[src/rtl/pp_ecr_pkg.sv]
// Package: shared types and constants for the extended control register.
// Assumes the register is one byte wide; the field order is fixed by the
// software-visible layout.
package pp_ecr_pkg;

    localparam logic [2:0] MODE_COMPAT = 3'b000;

    // Software view of the control byte, most significant field first.
    typedef struct packed {
        logic [2:0] mode;
        logic       err_dis;
        logic       dma_en;
        logic       svc;
        logic       full;
        logic       empty;
    } ecr_view_t;

endpackage

[src/rtl/pp_ecr_fault.sv]
// pp_ecr_fault: brings the asynchronous fault line into the clock domain with
// two flops, finds its falling edge and forms the error interrupt pulse.
// Assumes err_clr is a one-cycle strobe for a write that drops the mask.
module pp_ecr_fault (
    input  logic clk,
    input  logic rst_n,
    input  logic fault_n,
    input  logic err_dis,
    input  logic err_clr,
    output logic err_irq
);
    logic sync1_q;
    logic sync2_q;
    logic prev_q;
    logic fall;

    // Two-stage synchroniser plus one history flop, idle high.
    always_ff @(posedge clk) begin
        if (!rst_n) begin
            sync1_q <= 1'b1;
            sync2_q <= 1'b1;
            prev_q  <= 1'b1;
        end else begin
            sync1_q <= fault_n;
            sync2_q <= sync1_q;
            prev_q  <= sync2_q;
        end
    end

    assign fall = prev_q & ~sync2_q;

    // Pulse on an unmasked edge, or when the mask drops while the fault is low.
    always_ff @(posedge clk) begin
        if (!rst_n) err_irq <= 1'b0;
        else        err_irq <= (fall & ~err_dis) | (err_clr & ~sync2_q);
    end
endmodule

[src/rtl/pp_ecr_svc.sv]
// pp_ecr_svc: picks the service condition from the DMA enable and the
// direction. Assumes fifo_level never exceeds DEPTH; larger values are
// treated as full.
module pp_ecr_svc #(
    parameter int DEPTH = 16,
    parameter int CNT_W = $clog2(DEPTH + 1)
) (
    input  logic             dma_en,
    input  logic             dir,
    input  logic             dma_tc,
    input  logic [CNT_W-1:0] level,
    input  logic [CNT_W-1:0] rd_thresh,
    input  logic [CNT_W-1:0] wr_thresh,
    output logic             svc_evt,
    output logic             full,
    output logic             empty
);
    localparam logic [CNT_W-1:0] DEPTH_C = CNT_W'(DEPTH);

    logic [CNT_W-1:0] free_cnt;

    // Free space, clamped at zero.
    always_comb begin
        free_cnt = (level >= DEPTH_C) ? '0 : DEPTH_C - level;
    end

    // Service condition selection.
    always_comb begin
        if (dma_en)   svc_evt = dma_tc;
        else if (dir) svc_evt = (level >= rd_thresh);
        else          svc_evt = (free_cnt >= wr_thresh);
    end

    assign full  = (level >= DEPTH_C);
    assign empty = (level == '0);
endmodule

[src/rtl/pp_ecr_regs.sv]
// pp_ecr_regs: holds the writable fields and the service bit, and raises the
// service interrupt. A host write wins over a hardware set in the same cycle.
module pp_ecr_regs (
    input  logic       clk,
    input  logic       rst_n,
    input  logic       wr_hit,
    input  logic [7:0] wdata,
    input  logic       svc_evt,
    output logic [2:0] mode,
    output logic       err_dis,
    output logic       dma_en,
    output logic       svc,
    output logic       svc_irq,
    output logic       err_clr
);
    // Strobe for a write that drops the error mask from 1 to 0.
    assign err_clr = wr_hit & err_dis & ~wdata[4];

    // Register fields and service set/pulse.
    always_ff @(posedge clk) begin
        if (!rst_n) begin
            mode    <= pp_ecr_pkg::MODE_COMPAT;
            err_dis <= 1'b1;
            dma_en  <= 1'b0;
            svc     <= 1'b1;
            svc_irq <= 1'b0;
        end else if (wr_hit) begin
            mode    <= wdata[7:5];
            err_dis <= wdata[4];
            dma_en  <= wdata[3];
            svc     <= wdata[2];
            svc_irq <= 1'b0;
        end else begin
            svc_irq <= ~svc & svc_evt;
            if (~svc & svc_evt) svc <= 1'b1;
        end
    end
endmodule

[src/rtl/pp_ecr.sv]
// pp_ecr: top of the extended control register. Decodes the one register
// address, assembles the read view and drives the port-side controls.
// Assumes one host write per strobe cycle; reads have no side effects.
module pp_ecr #(
    parameter int              ADDR_W     = 11,
    parameter logic [ADDR_W-1:0] REG_OFFSET = 11'h402,
    parameter int              DEPTH      = 16,
    parameter int              CNT_W      = $clog2(DEPTH + 1)
) (
    input  logic              clk,
    input  logic              rst_n,
    input  logic [ADDR_W-1:0] bus_addr,
    input  logic              bus_wr,
    input  logic [7:0]        bus_wdata,
    output logic [7:0]        bus_rdata,
    input  logic              fault_n,
    input  logic [CNT_W-1:0]  fifo_level,
    input  logic              port_dir,
    input  logic [CNT_W-1:0]  rd_thresh,
    input  logic [CNT_W-1:0]  wr_thresh,
    input  logic              dma_tc,
    output logic              err_irq,
    output logic              svc_irq,
    output logic              dma_req_en,
    output logic              fifo_rst,
    output logic              pdata_drive
);
    import pp_ecr_pkg::*;

    logic       addr_hit;
    logic       wr_hit;
    logic [2:0] mode_q;
    logic       err_dis_q;
    logic       dma_en_q;
    logic       svc_q;
    logic       err_clr;
    logic       svc_evt;
    logic       full;
    logic       empty;
    ecr_view_t  view;

    assign addr_hit = (bus_addr == REG_OFFSET);
    assign wr_hit   = bus_wr & addr_hit;

    pp_ecr_regs u_regs (
        .clk     (clk),
        .rst_n   (rst_n),
        .wr_hit  (wr_hit),
        .wdata   (bus_wdata),
        .svc_evt (svc_evt),
        .mode    (mode_q),
        .err_dis (err_dis_q),
        .dma_en  (dma_en_q),
        .svc     (svc_q),
        .svc_irq (svc_irq),
        .err_clr (err_clr)
    );

    pp_ecr_svc #(.DEPTH(DEPTH), .CNT_W(CNT_W)) u_svc (
        .dma_en    (dma_en_q),
        .dir       (port_dir),
        .dma_tc    (dma_tc),
        .level     (fifo_level),
        .rd_thresh (rd_thresh),
        .wr_thresh (wr_thresh),
        .svc_evt   (svc_evt),
        .full      (full),
        .empty     (empty)
    );

    pp_ecr_fault u_fault (
        .clk     (clk),
        .rst_n   (rst_n),
        .fault_n (fault_n),
        .err_dis (err_dis_q),
        .err_clr (err_clr),
        .err_irq (err_irq)
    );

    // Assemble the software view.
    always_comb begin
        view.mode    = mode_q;
        view.err_dis = err_dis_q;
        view.dma_en  = dma_en_q;
        view.svc     = svc_q;
        view.full    = full;
        view.empty   = empty;
    end

    assign bus_rdata   = addr_hit ? view : 8'h00;
    assign dma_req_en  = dma_en_q & ~svc_q;
    assign fifo_rst    = (mode_q == MODE_COMPAT);
    assign pdata_drive = (mode_q == MODE_COMPAT) ? 1'b1 : ~port_dir;
endmodule

[config.mk]
export PLATFORM = sky130hd
export DESIGN_NAME = pp_ecr
export DESIGN_NICKNAME = d
export VERILOG_FILES = /design/src/rtl/pp_ecr_pkg.sv /design/src/rtl/pp_ecr_fault.sv /design/src/rtl/pp_ecr_svc.sv /design/src/rtl/pp_ecr_regs.sv /design/src/rtl/pp_ecr.sv
export SDC_FILE = /design/constraint.sdc
export NUM_CORES = 1
export LEC_CHECK = 0
export CAP_MARGIN = 20
export CORE_ASPECT_RATIO = 0.75
export CORE_MARGIN = 5
export CORE_UTILIZATION = 25
export CTS_CLUSTER_SIZE = 24
export DETAILED_ROUTE_END_ITERATION = 10
export SYNTH_ARGS = -nofsm -noshare
export SYNTH_HDL_FRONTEND = slang
export SYNTH_SLANG_ARGS = --single-unit
[constraint.sdc]
create_clock -name clk -period 2.95 [get_ports clk]
set_input_delay 0.59 -clock clk [delete_from_list [all_inputs] [get_ports clk]]
set_output_delay 0.59 -clock clk [all_outputs]
set_load 0.005 [all_outputs]
==> results.py <==
metrics = {
    "run_status": {
        "outcome": "finished, final reports clean",
    },
    "die": {
        "io_pins": 53,
        "die_y_um": 61.2,
        "die-area_sq_um": 4790,
        "start_util": 0.262,
        "die_x_um": 78.3,
        "rows": 18,
        "coreArea_sq_um": 3330,
    },
    "layout": {
        "layout_common_cells": "clkdlybuf4s50_1 (38), nand2_1 (15), buf_4 (13)",
        "fin_cells": 216,
        "final_nets": 230,
        "mostFrequentLayoutCell": "clkdlybuf4s50_1",
        "area_delta_synth_final_pct": 90.7,
        "num_antenna_cells": 0,
        "fillers": 326,
        "final_util": 0.500,
        "drive_gt1_frac": 0.165,
    },
    "critical_path": {
        "crit_fanout": 7,
        "cp.arrival_ps": 2150,
        "endpoint_kind": "output pin",
        "cp_slowest_stage_delay_ps": 420,
        "required_ps": 2360,
        "cp_top_family": "buffers and inverters",
        "crit_slowest_cell": "clkdlybuf4s50_1",
        "cp_cell_sequence": "clkdlybuf4s50_1, nor4b_2, and4b_1, buf_6, buf_4, nor2b_1, dlygate4sd2_1",
        "critPathKind": "in -> out",
        "cp_num_buf_inv": 4,
        "cp-start-kind": "input port",
    },
    "yosys": {
        "synth_fp_nets": 163,
        "synth_top_cell_by_area": "dfxtp_1",
        "synth_area_leaders": "dfxtp_1 (25%), ha_1 (19%), and2_1 (7.2%)",
        "netlist.area_leader.share": 0.252,
        "yosysWarnings": 0,
        "postSynthCellCount": 110,
        "syn_area_sq_um": 875,
        "ys_seq_area_frac": 0.252,
        "synth_cell_types": 28,
        "syn_area_per_cell_sq_um": 7.95,
        "ys_seq_elements": 11,
    },
    "pwr": {
        "powerDensity_nw_per_um2": 256,
        "ir_worst_vdd_mv": 0.119,
        "power_mw": 0.427,
        "cellLeakagePower_nw": 0.836,
    },
    "global_route": {
        "grt_pass1_wl_mm": 4.13,
        "antenna_found_initial": 0,
        "grt_max_degree": 11,
        "overflow": 0,
        "track_usage": 0.111,
        "grt_pass1_vias": 973,
    },
    "sta": {
        "post-route-period-util": 0.927,
        "grt_setup_unrepaired": "false",
        "fmax_mhz": 366,
        "tightest_slew_ps": 446,
        "setup_slack_ps": 214,
        "maxSlewHeadroom": 0.702,
        "final.min_clock_period_ps": 2740,
        "skew_ps": 1.66,
        "maxSlewViolCount": 0,
        "finalSetupViolCount": 0,
        "final-hold-violation-count": 0,
        "setup_tns_ps": 0,
    },
    "routing": {
        "drt-total-wl_mm": 2.69,
        "via_per_inst": 4.54,
        "drtPass1Iterations": 3,
        "drtIter0Drc": 23,
        "avgRoutedWirePerCell_um": 12.4,
        "postRouteAntennaNets": 0,
        "route.detailed.drc": 0,
        "num_vias": 980,
    },
    "cts": {
        "hold_buffers": 0,
        "htree_levels": 1,
        "path_clk_slew_ps": 50,
        "numCtsBuffers": 3,
        "clock_latency_ps": 240,
        "tritoncts": "yes",
        "clock-root-buffer": "clkbuf_8",
        "cts_sinks": 11,
        "clock_path_buffers": 2,
    },
    "placement": {
        "dp.cells": 210,
        "hpwl_mm": 2.26,
        "routabilityCongestion": 0.719,
        "port_buffers": 50,
        "pre_cts_slack_ps": -560,
    },
    "hold_path": {
        "min_path_type": "reg -> reg",
    },
    "run": {
        "drv_cap": 0,
    },
}
[power breakdown]
part           internal, mW  switching [mW]
clock network        0.0946          0.0533
logic                0.0831          0.0451
registers             0.151        0.000384
total                 0.328          0.0988
[Yosys cell counts]
cell type,n
xnor2_1,1
o21ai_0,1
and2_1,10
nor3_1,3
a21boi_1,4
nor4_1,1
nor2b_1,5
nor3b_1,3
or4_1,1
nand4_1,1
a21oi_1,5
a211oi_1,2
a31oi_1,1
o31ai_1,1
nand3_1,4
ha_1,13
nor4b_2,1
dfxtp_1,11
inv_1,11
a2111oi_0,1
nand2_1,15
nor4b_1,1
nand3b_1,1
buf_4,2
and3_1,1
nand2b_1,8
nor2_1,1
and4b_1,1
[area by class of cell]
type,count,area (sq um),share of cell area
multi-input combinational,86,679,0.407
tap,40,50.0,0.0300
inverter,11,41.3,0.0248
sequential,11,220,0.132
timing repair buffer,64,632,0.379
clock buffer,4,45.0,0.0270
[path summary, 6_finish.rpt]
path                              startpoint                    endpoint  slack, ps  depth (start not counted)
setup / recovery                 bus_addr[9]                bus_rdata[1]        210                          7
hold / removal    u_fault.sync1_q$_SDFF_PN1_  u_fault.sync2_q$_SDFF_PN1_        410                          1
setup reg to reg  u_regs.dma_en$_SDFFE_PN0P_     u_regs.svc$_SDFFE_PN1P_       1620                          5
hold reg to reg   u_fault.sync1_q$_SDFF_PN1_  u_fault.sync2_q$_SDFF_PN1_        410                          1
[layer usage]
metal	GRT usage	routed length, um	vias up	share of wire
met5	0	0	-	0
met4	0.0299	11	0	0.0041
met3	0.0351	107	3	0.040
met2	0.206	1380	15	0.51
met1	0.128	1190	455	0.44
li1	-	-	507	-
[worst reg2reg max path: cells and delay by family (launching register included)]
family / cells / cell delay (ps)
and+or+nand+nor: 1 / 190
AOI/OAI and AO/OA: 3 / 450
DFF: 1 / 380
buffers and inverters: 1 / 170
[stage by stage]
stage          instance area (sq um)  hold WS [ps]
2_1_floorplan                    875           386
3_3_place_gp                    1500           391
3_5_place_dp                    1500           408
4_1_cts                         1580           419
5_1_grt                         1670           437
6_report                        1670           414
[flip-flops by register name, summed over array words and instances, names as in the netlist]
register,flops
u_regs.mode,3
u_fault.err_irq,1
u_fault.prev_q,1
u_fault.sync1_q,1
u_fault.sync2_q,1
u_regs.dma_en,1
u_regs.err_dis,1
u_regs.svc,1
u_regs.svc_irq,1
[logic make-up (layout without fill, tap and decap cells)]
group                      count (synthesis)  in the layout  share of synthesized area
AOI/OAI and AO/OA                         15             15                      0.112
and+or+nand+nor                           57             57                      0.376
xor gates and xnor gates                   1              1                     0.0100
DFF                                       11             11                      0.252
adders and majority gates                 13             13                      0.186
buffers and inverters                     13             79                     0.0644
[repair_timing]
| action | CTS | global route |
|---|---|---|
| gates resized for setup | 9 | 20 |
| pin swaps | 1 | 7 |
| setup buffers | 0 | 2 |
| endpoints found under the hold margin | 0 | 0 |
| setup endpoints to repair | 4 | 8 |
(Power assumes the default switching activity.)
